$ cat config.mk
export PLATFORM = sky130hd
export DESIGN_NAME = mxb_read_seq
export DESIGN_NICKNAME = d
export VERILOG_FILES = /design/src/rtl/mxb_pkg.sv /design/src/rtl/mxb_phase.sv /design/src/rtl/mxb_seq.sv /design/src/rtl/mxb_pinmux.sv /design/src/rtl/mxb_read_seq.sv
export SDC_FILE = /design/constraint.sdc
export NUM_CORES = 1
export LEC_CHECK = 0
export ABC_CLOCK_PERIOD_IN_PS = 5800
export CAP_MARGIN = 40
export CORE_MARGIN = 2
export CORE_UTILIZATION = 54
export DETAILED_ROUTE_END_ITERATION = 8
export PLACE_DENSITY_LB_ADDON = 0.2
export SYNTH_ARGS = -nofsm -noshare
export SYNTH_HDL_FRONTEND = slang
export SYNTH_HIERARCHICAL = 1
export SYNTH_SLANG_ARGS = --single-unit
$ cat constraint.sdc
create_clock -name clk -period 5.8 [get_ports clk]
set_input_delay 1.16 -clock clk [delete_from_list [all_inputs] [get_ports clk]]
set_output_delay 1.16 -clock clk [all_outputs]
set_load 0.005 [all_outputs]
$ cat src/rtl/mxb_pkg.sv
package mxb_pkg;

    localparam int ADDR_W  = 23;
    localparam int ACC_W   = 3;
    localparam int IQS_W   = 4;
    localparam int DATA_W  = 16;
    localparam int MAX_LEN = 8;
    localparam int LEN_W   = $clog2(MAX_LEN + 1);

    // Low-phase word layout: code on top, queue status, then visibility data
    localparam int LOW_W = ACC_W + IQS_W + DATA_W;

    typedef struct packed {
        logic [ADDR_W-1:0] addr;
        logic [ACC_W-1:0]  acc;
        logic [IQS_W-1:0]  iqs;
        logic [DATA_W-1:0] ivd;
        logic              ext;
        logic [LEN_W-1:0]  len;
    } rd_req_t;

    typedef struct packed {
        logic              active;
        logic              stretch;
        rd_req_t           cur;
        logic [IQS_W-1:0]  iqs_show;
        logic [DATA_W-1:0] ivd_show;
    } seq_view_t;

    function automatic logic [LEN_W-1:0] norm_len(input logic [LEN_W-1:0] l);
        return (l == '0) ? LEN_W'(1) : l;
    endfunction

    function automatic logic [LOW_W-1:0] pack_low(input logic [ACC_W-1:0] a,
                                                  input logic [IQS_W-1:0] q,
                                                  input logic [DATA_W-1:0] d);
        return {a, q, d};
    endfunction

endpackage

$ cat src/rtl/mxb_phase.sv
module mxb_phase (
    input  logic clk,
    input  logic rst,
    output logic hi_q
);
    always_ff @(posedge clk) begin
        if (rst) hi_q <= 1'b0;
        else     hi_q <= ~hi_q;
    end
endmodule

$ cat src/rtl/mxb_seq.sv
module mxb_seq
    import mxb_pkg::*;
(
    input  logic              clk,
    input  logic              rst,
    input  logic              hi_q,
    input  logic              req_valid,
    input  rd_req_t           req,
    input  logic [DATA_W-1:0] bus_data,
    output logic              req_ready,
    output logic              win,
    output logic              rsp_valid,
    output logic [DATA_W-1:0] rsp_data,
    output seq_view_t         view
);
    logic              active_q, stretch_q;
    rd_req_t           cur_q;
    logic [LEN_W-1:0]  cyc_q;
    logic [IQS_W-1:0]  last_iqs_q, iqs_show_q;
    logic [DATA_W-1:0] last_ivd_q, ivd_show_q;

    logic              cyc_start, last_cyc, accept, finishing;
    logic [DATA_W-1:0] fin_ivd, nxt_ivd;

    always_comb begin
        cyc_start = ~hi_q;
        last_cyc  = active_q && (cyc_q == LEN_W'(cur_q.len - LEN_W'(1)));
        req_ready = cyc_start && (~active_q || last_cyc);
        accept    = req_ready && req_valid;
        finishing = cyc_start && last_cyc;
        fin_ivd   = cur_q.ext ? bus_data : cur_q.ivd;
        nxt_ivd   = finishing ? fin_ivd : last_ivd_q;
        win       = ~hi_q && last_cyc && cur_q.ext;
    end

    always_ff @(posedge clk) begin
        if (rst) begin
            active_q   <= 1'b0;
            stretch_q  <= 1'b0;
            cur_q      <= '0;
            cyc_q      <= '0;
            last_iqs_q <= '0;
            iqs_show_q <= '0;
            last_ivd_q <= '0;
            ivd_show_q <= '0;
            rsp_valid  <= 1'b0;
            rsp_data   <= '0;
        end else begin
            rsp_valid <= 1'b0;
            if (cyc_start) begin
                if (finishing) begin
                    last_ivd_q <= fin_ivd;
                    if (cur_q.ext) begin
                        rsp_valid <= 1'b1;
                        rsp_data  <= bus_data;
                    end
                end
                if (accept) begin
                    active_q   <= 1'b1;
                    stretch_q  <= 1'b0;
                    cur_q      <= req;
                    cur_q.len  <= norm_len(req.len);
                    cyc_q      <= '0;
                    iqs_show_q <= last_iqs_q;
                    ivd_show_q <= nxt_ivd;
                    last_iqs_q <= req.iqs;
                end else if (active_q && !last_cyc) begin
                    cyc_q     <= cyc_q + LEN_W'(1);
                    stretch_q <= 1'b1;
                end else begin
                    active_q   <= 1'b0;
                    stretch_q  <= 1'b0;
                    iqs_show_q <= last_iqs_q;
                    ivd_show_q <= nxt_ivd;
                end
            end
        end
    end

    always_comb begin
        view.active   = active_q;
        view.stretch  = stretch_q;
        view.cur      = cur_q;
        view.iqs_show = iqs_show_q;
        view.ivd_show = ivd_show_q;
    end
endmodule

$ cat src/rtl/mxb_pinmux.sv
module mxb_pinmux
    import mxb_pkg::*;
(
    input  logic              hi_q,
    input  seq_view_t         view,
    output logic [ADDR_W-1:0] pins
);
    logic [ACC_W-1:0] code;

    always_comb begin
        code = view.active ? view.cur.acc : '0;
        if (hi_q) begin
            pins = view.active ? view.cur.addr : '0;
        end else if (view.stretch) begin
            pins = '0;
        end else begin
            pins = ADDR_W'(pack_low(code, view.iqs_show, view.ivd_show));
        end
    end
endmodule

$ cat src/rtl/mxb_read_seq.sv
module mxb_read_seq
    import mxb_pkg::*;
(
    input  logic              clk,
    input  logic              rst,
    input  logic              req_valid_i,
    output logic              req_ready_o,
    input  logic [ADDR_W-1:0] req_addr_i,
    input  logic [ACC_W-1:0]  req_acc_i,
    input  logic [IQS_W-1:0]  req_iqs_i,
    input  logic [DATA_W-1:0] req_ivd_i,
    input  logic              req_ext_i,
    input  logic [LEN_W-1:0]  req_len_i,
    output logic              rsp_valid_o,
    output logic [DATA_W-1:0] rsp_data_o,
    output logic              bus_clk_o,
    output logic [ADDR_W-1:0] addr_o,
    output logic              rw_o,
    input  logic [DATA_W-1:0] data_i,
    output logic              dbus_win_o
);
    logic      hi_q;
    rd_req_t   req;
    seq_view_t view;
    logic      stretch_w;

    always_comb begin
        req.addr = req_addr_i;
        req.acc  = req_acc_i;
        req.iqs  = req_iqs_i;
        req.ivd  = req_ivd_i;
        req.ext  = req_ext_i;
        req.len  = req_len_i;
    end

    mxb_phase u_phase (.clk(clk), .rst(rst), .hi_q(hi_q));

    mxb_seq u_seq (
        .clk(clk), .rst(rst), .hi_q(hi_q),
        .req_valid(req_valid_i), .req(req), .bus_data(data_i),
        .req_ready(req_ready_o), .win(dbus_win_o),
        .rsp_valid(rsp_valid_o), .rsp_data(rsp_data_o), .view(view)
    );

    mxb_pinmux u_mux (.hi_q(hi_q), .view(view), .pins(addr_o));

    assign stretch_w = view.stretch;
    assign bus_clk_o = hi_q;
    assign rw_o      = 1'b1;
endmodule

Word level (Yosys, flattened, before mapping):

Index checks and enable logic that the tools add are counted.

* bits in registers: 111
* output and inout port bits: 44
* word-level logic and storage cells: 55

* $add $sub $neg: 2
* equality and inequality tests: 2
* mux-type cells: 18
* bitwise gates (word level): 3
* reduce and logical (&&, ||, !) cells: 15

Operators with widths (number)
* $mux W23: 3
* $mux W16: 4
* $mux W4: 5
* $logic_and A1 B1 Y1: 6
* $reduce_and A2 Y1: 3
* $mux W1: 5
* $add A4 B1 Y4 const B: 1
* $eq A4 B4 Y1: 1
* $logic_not A4 Y1: 1
* $sub A4 B1 Y4 const B: 1
* $mux W3: 1
* $not A1 Y1: 3
* $reduce_and A3 Y1: 1
* $reduce_or A3 Y1: 1
* $ne A2 B1 Y1 const B: 1
* $reduce_bool A2 Y1: 1
* $logic_not A1 Y1: 1
* $logic_or A1 B1 Y1: 1

Longest topological paths before layout:

* depth in word-level cells: 8
* mapped depth: 9

By module:

Netlist, hierarchy kept.

By module, submodules not included
* mxb_seq: times used 1, cells an instance 494, area each 4480.5 µm², seq. area each 2202.1 µm²
* mxb_pinmux: times used 1, cells an instance 32, area each 274.0 µm², seq. area each 0.0 µm²
* mxb_phase: times used 1, cells an instance 2, area each 23.8 µm², seq. area each 20.0 µm²
* mxb_read_seq: times used 1, cells an instance 2, area each 11.3 µm², seq. area each 0.0 µm²

Worst setup path before layout:

OpenSTA, ideal clock, no wires.

* path kind: flip-flop to output port
* from: register u_seq.cur_q (netlist bit u_seq/view[20])
* to: output req_ready_o
* arrival: 1.716 ns
* data required time: 4.640 ns
* path slack: 2.924 ns
* cell stages (with the launch flop): 9
* buffers on the path: 1
* path through: dfxtp_1 -> inv_1 -> ha_1 -> xor2_1 -> nand3_1 -> o21ai_1 -> buf_4 -> nand2_1 -> inv_1

* word-level cells in the longest chain between the ends: 5

Ends and longest elaborated chain
* start, declared: line mxb_seq.sv:17 `rd_req_t cur_q;`
* start signal, assigned: line mxb_seq.sv:61 `cur_q <= req;`
* $sub A4 B1 Y4: line mxb_seq.sv:27 `last_cyc = active_q && (cyc_q == LEN_W'(cur_q.len - LEN_W'(1)));`
* $eq A4 B4 Y1: line mxb_seq.sv:27
* $logic_and A1 B1 Y1: line mxb_seq.sv:27
* $logic_or A1 B1 Y1: line mxb_seq.sv:28 `req_ready = cyc_start && (~active_q || last_cyc);`
* $logic_and A1 B1 Y1: line mxb_seq.sv:28
* end, declared: line mxb_read_seq.sv:7 `output logic req_ready_o,`

No other way between the ends.

Worst setup path after layout:

* from: register u_seq.cur_q (netlist bit u_seq/view[20])
* to: output dbus_win_o

* word-level cells in the longest chain between the ends: 5

Ends and longest elaborated chain
* $sub A4 B1 Y4: line mxb_seq.sv:27
* $eq A4 B4 Y1: line mxb_seq.sv:27
* $logic_and A1 B1 Y1: line mxb_seq.sv:27
* $logic_and A1 B1 Y1 (2 in a row): line mxb_seq.sv:33 `win = ~hi_q && last_cyc && cur_q.ext;`
* end, declared: line mxb_read_seq.sv:20 `output logic dbus_win_o`

No other way between the ends.

==> impl_metrics.yaml <==
status:
  status: "completed"
power:
  seqPwrFrac_pct: 54.6
  p_total_w: 0.00148
  powerDensity_nw_per_um2: 243
  clockPowerShare_pct: 30.6
  p_comb_share_pct: 14.8
  ir_drop_mv: 0.126
  leakage_nw: 2.11
  swShare_pct: 28.4
  p_switching_w: 0.000419
  intPower_w: 0.00106
route:
  ant_nets: 0
  first_pass_iters: 5
  vias: 4175
  finalWirelength_um: 11800
  drtIter0Drc: 211
  drcViolationCount: 0
  wl_per_cell_um: 16.4
  vias_per_cell: 5.78
clock_tree:
  clk_latency_ps: 370
  post_cts_buffers: 0
  path_clk_slew_ps: 110
  clock_path_buffers: 2
  cts_sinks: 111
  holdBufCountCts: 0
  cts_buffers: 9
  cts_root_buf: "clkbuf_8"
  htree_levels: 3
  cts_tree: "yes"
  ctsResizeCount: 0
setup_path:
  cp.arrival_ps: 2820
  required_ps: 4640
  path_max_fanout: 18
  rr_endpoint: "u_seq/cyc_q[2]$_SDFFE_PP0P_"
  worst-setup-path-type: "flip-flop to primary output"
  start_kind: "flip-flop"
  endpoint_kind: "primary output"
  timing.rr.start: "u_seq/view[20]$_SDFFE_PP0P_"
  worst-r2r-setup-slack_ps: 3020
  rr_worst_depth: 8
finish:
  fin_cells: 722
  drive_gt1_share_pct: 9.77
  fin_nets: 681
  syn2layout_area_growth_pct: 26.5
  diodes: 0
sta:
  finalSetupTns_ps: 0
  period_share_pct: 68.7
  min_period_ps: 3980
  worst_pin_slew_ps: 892
  holdWs_ps: 465
  setup_violations: 0
  fin_ws_ps: 1820
  slew_headroom_pct: 40.5
  skew_ps: 14.0
  hold_viol: 0
  rsz0062_at_grt: "no"
  fmax_mhz: 251
  slew_violations: 0
yosys:
  yosys.area.top_type: "dfxtp_1"
  ys_warn_count: 6
  syn-mean-instance-area_um2: 9.04
  synth.area.top_cells: "dfxtp_1 46%, nand3_1 7.4%, a21oi_1 7.1%, o21ai_1 5.3%, mux2_2 3.8%"
  ys_ff_latch: 111
  synth_edf_count: 0
  synth_top_cell_area_share_pct: 46.4
  yosys_most_used_dff: "dfxtp_1"
  synth_fp_nets: 602
  syn_inst: 530
  ys_seq_area_share_pct: 46.4
  syn-cell-area_um2: 4790
  synth_cell_type_count: 46
  async_reset_ff_share_pct: 0
global_route:
  grt_max_degree: 89
  grt_first_pass_wirelength_um: 19700
  grt_pass1_vias: 4076
  antenna_found_initial: 0
  grt_remaining_overflow: 0
  grt_use_total_pct: 24.7
floorplan:
  die_h_um: 98.2
  die-area_um2: 9640
  rows: 34
  core-area_um2: 8680
  start_util_pct: 55.2
  io_pins: 114
  die_x_um: 98.2
job:
  maxCapViolations: 0
place:
  place_ws_ps: 2210
  portBuffers: 112
  dpl.cell_count: 706
  routabilityCongestion: 0.798
  dp_hpwl_um: 7910
min_path:
  min-delay-start: "u_seq/rsp_data[6]$_SDFFE_PP0P_"
  whs_path_depth: 2
  hold_path.class: "flip-flop to flip-flop"
  hold-path-endpoint: "u_seq/rsp_data[6]$_SDFFE_PP0P_"
cells by family (layout without fill, tap and decap cells):
group,after synthesis,in the layout,share of synthesized area [%]
AO/OA/AOI/OAI,177,177,22.9
AND/OR/NAND/NOR,137,137,14.1
other,1,1,0.0783
XOR/XNOR,7,7,1.75
flip-flops,111,111,46.4
adder cells (fa/ha/maj),2,2,0.522
multiplexers,32,32,7.11
buffers and inverters,63,147,7.18
critical path: stages (launching register included):
cell,delay (ps)
dfxtp_1,450
inv_1,80
ha_1,310
xor2_1,210
and3_1,330
nand4_2,430
inv_1,140
clkdlybuf4s50_1,510
power by group through the flow:
stage	sequential [W]	clock (W)	combinational, W
after floorplan	0.000815	0	0.000137
after global placement	0.000820	0	0.000206
after detailed placement	0.000822	0	0.000216
after CTS	0.000805	0.000462	0.000217
after global routing	0.000808	0.000488	0.000239
final	0.000805	0.000452	0.000218
through the flow:
stage	util, %	instance area, um2
global route	69.8	6060
global placement	66.9	5800
detailed placement	67.5	5860
floorplan	-	4790
finish	69.8	6060
CTS	69.8	6060
state kept, by name, indices dropped and copies added, names as in the netlist:
register / flops
u_seq/view: 47
u_seq/last_ivd_q: 16
u_seq/rsp_valid: 1
u_seq/rsp_data: 16
u_seq/last_iqs_q: 4
u_phase/hi_q: 1
u_seq/stretch_q: 1
u_seq/iqs_show_q: 4
u_seq/cyc_q: 4
u_seq/active_q: 1
u_seq/ivd_show_q: 16
routing by layer:
layer | global-route usage (%) | part of all wire [%]
met1 | 35.6 | 47
met2 | 39.1 | 47
met3 | 3.65 | 6.0
met4 | 6.32 | 0.59
met5 | 0 | 0
worst max path at each step:
stage	slack, ps	from	to
3_3_place_gp	2310	u_seq/view[20]$_SDFFE_PP0P_	dbus_win_o
2_1_floorplan	2920	u_seq/view[20]$_SDFFE_PP0P_	req_ready_o
4_1_cts	1800	u_seq/view[20]$_SDFFE_PP0P_	dbus_win_o
6_report	1820	u_seq/view[20]$_SDFFE_PP0P_	dbus_win_o
5_1_grt	1600	u_seq/view[20]$_SDFFE_PP0P_	dbus_win_o
3_5_place_dp	2210	u_seq/view[20]$_SDFFE_PP0P_	dbus_win_o
cells in the final DEF (no fill, tap or decap), types with 3 or more instances in the layout:
| cell | n |
|---|---|
| xor2_1 | 3 |
| buf_4 | 6 |
| o21ai_0 | 3 |
| clkbuf_8 | 9 |
| a21oi_1 | 68 |
| inv_1 | 11 |
| mux2_2 | 16 |
| o21ai_1 | 50 |
| clkdlybuf4s50_1 | 111 |
| a22o_1 | 20 |
| nor2_1 | 23 |
| inv_6 | 3 |
| a31o_2 | 4 |
| nand2_1 | 23 |
| nand3_1 | 71 |
| mux2i_1 | 16 |
| dfxtp_1 | 111 |
| o2bb2ai_1 | 16 |
| nor3_1 | 6 |
cells in the mapped netlist (2+ instances only):
library cell and count:
nand4_1 2, buf_4 6, xor2_1 3, buf_2 14, buf_1 5, a22o_1 20
nor2_1 24, a31o_2 4, nand3_1 71, xnor2_1 2, o21a_1 2, clkbuf_1 19
ha_1 2, nor3_4 2, a21oi_2 2, nand2_1 24, mux2_2 16, nor3_1 6
a21oi_1 68, o21ai_1 51, mux2i_1 16, dfxtp_1 111, o21ai_0 3, and3_1 2
a31oi_1 2, a32o_1 2, buf_6 6, inv_1 11, o2bb2ai_1 16, buf_8 2
area by class of cell:
type | instances | area (um2)
multi-input cells | 356 | 2240
flip-flops and latches | 111 | 2220
repair buffers | 120 | 1220
clock inverters | 7 | 76.3
well taps | 108 | 135
fillers | 710 | 2620
clock buffers | 9 | 124
inverters | 11 | 41.3
(Power assumes the default switching activity.)
